<file path="config.mk">
export PLATFORM = sky130hd
export DESIGN_NAME = gpio_port_ctl
export DESIGN_NICKNAME = d
export VERILOG_FILES = /design/src/rtl/gpio_pkg.sv /design/src/rtl/gpio_sync.sv /design/src/rtl/gpio_regfile.sv /design/src/rtl/gpio_change_det.sv /design/src/rtl/gpio_read_mux.sv /design/src/rtl/gpio_port_ctl.sv
export SDC_FILE = /design/constraint.sdc
export NUM_CORES = 1
export LEC_CHECK = 0
export ABC_AREA = 1
export BUFFER_PORTS_ARGS = -buffer_cell sky130_fd_sc_hd__buf_2
export CAP_MARGIN = 15
export CORE_MARGIN = 5
export CORE_UTILIZATION = 40
export DETAILED_ROUTE_END_ITERATION = 8
export PLACE_DENSITY = 0.63
export RECOVER_POWER = 100
export SYNTH_ARGS = -nofsm -noshare
export SYNTH_HDL_FRONTEND = slang
export SYNTH_HIERARCHICAL = 1
export SYNTH_SLANG_ARGS = --single-unit
export TNS_END_PERCENT = 5
</file>
<file path="constraint.sdc">
create_clock -name clk -period 3.1 [get_ports clk]
set_clock_uncertainty 0.1 [all_clocks]
set_input_delay 0.465 -clock clk [delete_from_list [all_inputs] [get_ports clk]]
set_output_delay 0.465 -clock clk [all_outputs]
set_load 0.01 [all_outputs]
</file>
<file path="src/rtl/gpio_pkg.sv">
package gpio_pkg;
  localparam int IDX_W = 2;
  typedef enum logic [IDX_W-1:0] {
    SEL_PINS   = 2'd0,
    SEL_DRIVE  = 2'd1,
    SEL_INVERT = 2'd2,
    SEL_DIR    = 2'd3
  } reg_sel_e;
endpackage

</file>
<file path="src/rtl/gpio_sync.sv">
module gpio_sync #(
  parameter int W      = 8,
  parameter int STAGES = 2
) (
  input  logic         clk,
  input  logic         rst,
  input  logic [W-1:0] d,
  output logic [W-1:0] q
);
  logic [W-1:0] stage_q [STAGES];

  always_ff @(posedge clk) stage_q[0] <= d;

  generate
    for (genvar s = 1; s < STAGES; s++) begin : g_stage
      always_ff @(posedge clk) stage_q[s] <= stage_q[s-1];
    end
  endgenerate

  assign q = stage_q[STAGES-1];

  generate
    if (STAGES == 2) begin : g_chk2
      // the synchronized value is the pin level two edges earlier
      a_r5_sync_delay: assert property (@(posedge clk) disable iff (rst)
        !$past(rst, 2) |-> q == $past(d, 2));
    end
  endgenerate
endmodule

</file>
<file path="src/rtl/gpio_regfile.sv">
module gpio_regfile
  import gpio_pkg::*;
#(
  parameter int W = 8
) (
  input  logic             clk,
  input  logic             rst,
  input  logic             wr_en,
  input  logic [IDX_W-1:0] wr_idx,
  input  logic [W-1:0]     wr_data,
  output logic [W-1:0]     dir_q,
  output logic [W-1:0]     dir_nxt,
  output logic [W-1:0]     drv_q,
  output logic [W-1:0]     inv_q
);
  localparam logic [W-1:0] ALL_ONES  = {W{1'b1}};
  localparam logic [W-1:0] ALL_ZEROS = '0;

  logic [W-1:0] drv_nxt, inv_nxt;

  always_comb begin
    dir_nxt = dir_q;
    drv_nxt = drv_q;
    inv_nxt = inv_q;
    if (wr_en) begin
      unique case (reg_sel_e'(wr_idx))
        SEL_DIR:    dir_nxt = wr_data;
        SEL_DRIVE:  drv_nxt = wr_data;
        SEL_INVERT: inv_nxt = wr_data;
        default:    ;
      endcase
    end
  end

  always_ff @(posedge clk) begin
    if (rst) begin
      dir_q <= ALL_ONES;
      drv_q <= ALL_ONES;
      inv_q <= ALL_ZEROS;
    end else begin
      dir_q <= dir_nxt;
      drv_q <= drv_nxt;
      inv_q <= inv_nxt;
    end
  end

  // reset values
  a_r1_reset_vals: assert property (@(posedge clk)
    rst |=> (dir_q == ALL_ONES && drv_q == ALL_ONES && inv_q == ALL_ZEROS));
  // a write to the pin register leaves every register untouched
  a_r11_pins_ro: assert property (@(posedge clk) disable iff (rst)
    (wr_en && wr_idx == SEL_PINS) |=> ($stable(dir_q) && $stable(drv_q) && $stable(inv_q)));
endmodule

</file>
<file path="src/rtl/gpio_change_det.sv">
module gpio_change_det #(
  parameter int W = 8
) (
  input  logic         clk,
  input  logic         rst,
  input  logic [W-1:0] pin_s,
  input  logic [W-1:0] dir_q,
  input  logic [W-1:0] dir_nxt,
  input  logic         pins_read,
  output logic         irq_q
);
  logic [W-1:0] snap_q, snap_nxt, diff;

  assign snap_nxt = (rst || pins_read) ? pin_s : snap_q;
  assign diff     = (pin_s ^ snap_nxt) & dir_nxt;

  always_ff @(posedge clk) begin
    snap_q <= snap_nxt;
    if (rst) irq_q <= 1'b0;
    else     irq_q <= |diff;
  end

  // a pin-register read releases the interrupt at that edge
  a_r9_read_clears: assert property (@(posedge clk) disable iff (rst)
    pins_read |=> !irq_q);
  // an active interrupt always has an input pin that differed from the snapshot
  a_r7_input_cause: assert property (@(posedge clk) disable iff (rst)
    irq_q |-> |((snap_q ^ $past(pin_s)) & dir_q));
endmodule

</file>
<file path="src/rtl/gpio_read_mux.sv">
module gpio_read_mux
  import gpio_pkg::*;
#(
  parameter int W = 8
) (
  input  logic             clk,
  input  logic             rst,
  input  logic             rd_en,
  input  logic [IDX_W-1:0] rd_idx,
  input  logic [W-1:0]     pin_s,
  input  logic [W-1:0]     dir_q,
  input  logic [W-1:0]     drv_q,
  input  logic [W-1:0]     inv_q,
  output logic [W-1:0]     rd_data
);
  logic [W-1:0] sel;

  always_comb begin
    unique case (reg_sel_e'(rd_idx))
      SEL_PINS:   sel = pin_s ^ inv_q;
      SEL_DRIVE:  sel = drv_q;
      SEL_INVERT: sel = inv_q;
      default:    sel = dir_q;
    endcase
  end

  always_ff @(posedge clk) begin
    if (rst)        rd_data <= '0;
    else if (rd_en) rd_data <= sel;
  end

  // a drive-register read returns the stored value
  a_r4_drive_read: assert property (@(posedge clk) disable iff (rst)
    (rd_en && rd_idx == SEL_DRIVE) |=> rd_data == $past(drv_q));
endmodule

</file>
<file path="src/rtl/gpio_port_ctl.sv">
module gpio_port_ctl
  import gpio_pkg::*;
#(
  parameter int W           = 8,
  parameter int SYNC_STAGES = 2
) (
  input  logic             clk,
  input  logic             rst,
  input  logic             wr_en,
  input  logic [IDX_W-1:0] wr_idx,
  input  logic [W-1:0]     wr_data,
  input  logic             rd_en,
  input  logic [IDX_W-1:0] rd_idx,
  input  logic [W-1:0]     pin_in,
  output logic [W-1:0]     pin_oe,
  output logic [W-1:0]     pin_out,
  output logic [W-1:0]     rd_data,
  output logic             irq_n,
  output logic             irq_pull
);
  logic [W-1:0] pin_s, dir_q, dir_nxt, drv_q, inv_q;
  logic         irq_q, pins_read;

  assign pins_read = rd_en && (rd_idx == SEL_PINS);

  gpio_sync #(.W(W), .STAGES(SYNC_STAGES)) u_sync (
    .clk(clk), .rst(rst), .d(pin_in), .q(pin_s));

  gpio_regfile #(.W(W)) u_regs (
    .clk(clk), .rst(rst), .wr_en(wr_en), .wr_idx(wr_idx), .wr_data(wr_data),
    .dir_q(dir_q), .dir_nxt(dir_nxt), .drv_q(drv_q), .inv_q(inv_q));

  gpio_change_det #(.W(W)) u_chg (
    .clk(clk), .rst(rst), .pin_s(pin_s), .dir_q(dir_q), .dir_nxt(dir_nxt),
    .pins_read(pins_read), .irq_q(irq_q));

  gpio_read_mux #(.W(W)) u_rd (
    .clk(clk), .rst(rst), .rd_en(rd_en), .rd_idx(rd_idx), .pin_s(pin_s),
    .dir_q(dir_q), .drv_q(drv_q), .inv_q(inv_q), .rd_data(rd_data));

  assign pin_oe   = ~dir_q;
  assign pin_out  = drv_q;
  assign irq_n    = ~irq_q;
  assign irq_pull = irq_q;

  // open-drain enable and active-low level always agree
  a_r7_pull_matches: assert property (@(posedge clk) irq_pull == !irq_n);
endmodule

</file>
==> results.toml <==
[pwr]
vdd_drop_max_mv = 0.3327
internal-power_uw = 1222
p_comb_frac = 0.116
p_switching_uw = 464.8
p_per_area_nw_per_um2 = 582.0
seq_power_share = 0.482
finalPower_uw = 1687
leakage_uw = 0.001447
p_sw_frac = 0.2756
clkPwrFrac = 0.402

[cells_and_area]
fin_area_um2 = 2898
diodes = 0
final_cells = 486
mostFrequentLayoutCells = "nand2_1, dfxtp_1, inv_1"
drive_gt1_frac = 0.1247
final-seq-area_um2 = 1141
final_nets = 428
area_delta_synth_final_pct = 13.47
multiInputGateArea_um2 = 1061
fillers = 681
mostFrequentLayoutCell = "nand2_1"

[placement]
dp_hpwl_mm = 4.623
finalWeightedCongestion = 0.8768
dpl.cell_count = 470
pre_cts_ws_ns = 1.316
port_buffers = 49
post_dp_cell_area_um2 = 2754

[logic_synthesis]
syn_inst = 362
syn_nets = 386
syn_avg_cell_area_um2 = 7.054
synth_warnings = 6
synth.distinct_cells = 25
ys_seq_area_frac = 0.4468
synth_seq_cells = 57
synthesis.area_um2 = 2554

[timing]
hold_violations = 0
max_freq_ghz = 0.5246
slew_viol_final = 0
rsz0062_at_grt = "no"
tns_ns = 0
setup_violations = 0
period_minus_slack_ns = 1.906
fin_ws_ns = 1.194
period_share = 0.6149
relSlewSlack = 0.4126
tightest_slew_ns = 0.8778

[clock_network]
cts_sinks = 57
ctsResizeCount = 0
cts_htree_levels = 3
cts-root-buf = "clkbuf_8"
cts_setup_buffers = 0
clockBufferDepth = 2
numCtsBuffers = 9
cts_tree = "done"
holdBufCountCts = 0
clk_pin_slew_worst_paths_ns = 0.07
clk_latency_ns = 0.33

[critical_path]
crit_start = "rd_idx[0]"
crit_fanout = 16
r2r-end = "u_chg/irq_q"
cp.required_ns = 3.28
crit_type = "in2reg"
cp-end-kind = "register"
rr_worst_depth = 6
r2r_slack_ns = 2.03
worstSetupEndpoint = "u_chg/irq_q"
start_kind = "input port"
crit-reg2reg-launch = "u_sync/stage_q[0][8]"
arrival_ns = 2.09

[global_routing]
grt_pass1_vias = 2128
gr-total-overflow = 0
grt_max_degree = 25
grt_usage = 0.1530
antenna_found_initial = 0
grt_pass1_wl_mm = 9.998

[floorplan]
rows = 29
die-area_um2 = 8082
die_x_um = 89.90
core_area_um2 = 6277
initial_core_util = 0.4068
die_h_um = 89.90
num_io_pins = 50

[status]
status = "completed"

[routing]
wl_mm = 6.116
antenna_left = 0
drt_iter0_markers = 135
drc = 0
wl_per_cell_um = 12.58
viasPerCell = 4.689
num_vias = 2279
drtPass1Iterations = 4

[flow_run]
cap_violations = 0

[hold_path]
min-delay-path-class = "in2reg"
area by class of cell:
type	count	share of cell area
sequential	57	0.3938
multi-input combinational	236	0.3661
timing repair buffer	49	0.07297
inverter	51	0.06649
clock buffer	10	0.04404
tap	77	0.03325
clock inverter	6	0.02332
how the worst min path moves through the flow:
stage | from | endpoint | slack [ns] | cells after the start
finish | pin_in[4] | u_sync/stage_q[0][4] | 0.13 | 1
global route | pin_in[0] | u_sync/stage_q[0][0] | 0.11 | 1
CTS | pin_in[4] | u_sync/stage_q[0][4] | 0.12 | 1
detailed placement | u_sync/stage_q[0][0] | u_sync/stage_q[0][8] | 0.21 | 0
global placement | u_sync/stage_q[0][1] | u_sync/stage_q[0][9] | 0.21 | 0
floorplan | u_sync/stage_q[0][2] | u_sync/stage_q[0][10] | 0.21 | 0
cell families (layout without fill, tap and decap cells):
kind of cell | Yosys count | count (layout) | synth area share
AND/OR/NAND/NOR | 204 | 204 | 0.3528
AO/OA/AOI/OAI | 32 | 32 | 0.06957
buffers and inverters | 69 | 116 | 0.1308
flip-flops | 57 | 57 | 0.4468
power groups by stage:
stage / Combinational, µW / Clock, µW / Sequential, µW
final: 195 / 678 / 813
after global routing: 223 / 734 / 819
after CTS: 204 / 696 / 813
after detailed placement: 202 / 0 / 829
after global placement: 197 / 0 / 828
after floorplan: 145 / 0 / 823
through the flow:
stage          utilization  hold WS (ns)
3_3_place_gp        0.4387        0.2096
6_report            0.4616        0.1320
4_1_cts             0.4698        0.1155
3_5_place_dp        0.4387        0.2128
5_1_grt             0.4616        0.1086
2_1_floorplan            -        0.2096
worst max-delay path, stage by stage:
cell	delay [ns]
buf_2	0.22
inv_1	0.07
nand2_1	0.06
nor2_1	0.05
nor2_1	0.69
nand2_1	0.17
nand2_1	0.11
nand3_1	0.08
nand2_1	0.08
nor2_1	0.05
nand2_1	0.04
cell usage after synthesis:
library cell  instances  area share
a21oi_2               4       0.014
nand3_4               2       0.014
dfxtp_1              57        0.45
nand4_1               8       0.020
nor2_1               34       0.050
o21bai_1              1      0.0029
o21ai_0              21       0.041
o21ai_1               2      0.0039
buf_2                 1      0.0020
nor2_4                3       0.013
clkbuf_2              1      0.0020
buf_6                 5       0.022
nand3_1              37       0.073
clkinv_2              1      0.0020
a21oi_1               4      0.0078
clkbuf_4              1      0.0029
nand2_1             114        0.17
nor2_2                1      0.0025
nand3_2               1      0.0039
nand2_2               4      0.0098
buf_1                 1      0.0015
clkbuf_1              1      0.0015
inv_2                 2      0.0029
inv_1                48       0.071
buf_4                 8       0.024
state kept, by name (all words and copies together) (netlist names):
register and count:
u_sync/stage_q 16, u_chg/snap_q 8, u_rd/rd_data 8, u_regs/dir_q 8, u_regs/drv_q 8, u_regs/inv_q 8, u_chg/irq_q 1
layer usage:
metal / track usage / vias to the layer above / wire length (µm)
li1: - / 1205 / -
met1: 0.1838 / 1020 / 2772
met2: 0.2530 / 48 / 2961
met3: 0.04674 / 6 / 312
met4: 0.06328 / 0 / 70
met5: 0 / - / 0
Power figures use the tool's default switching activity.
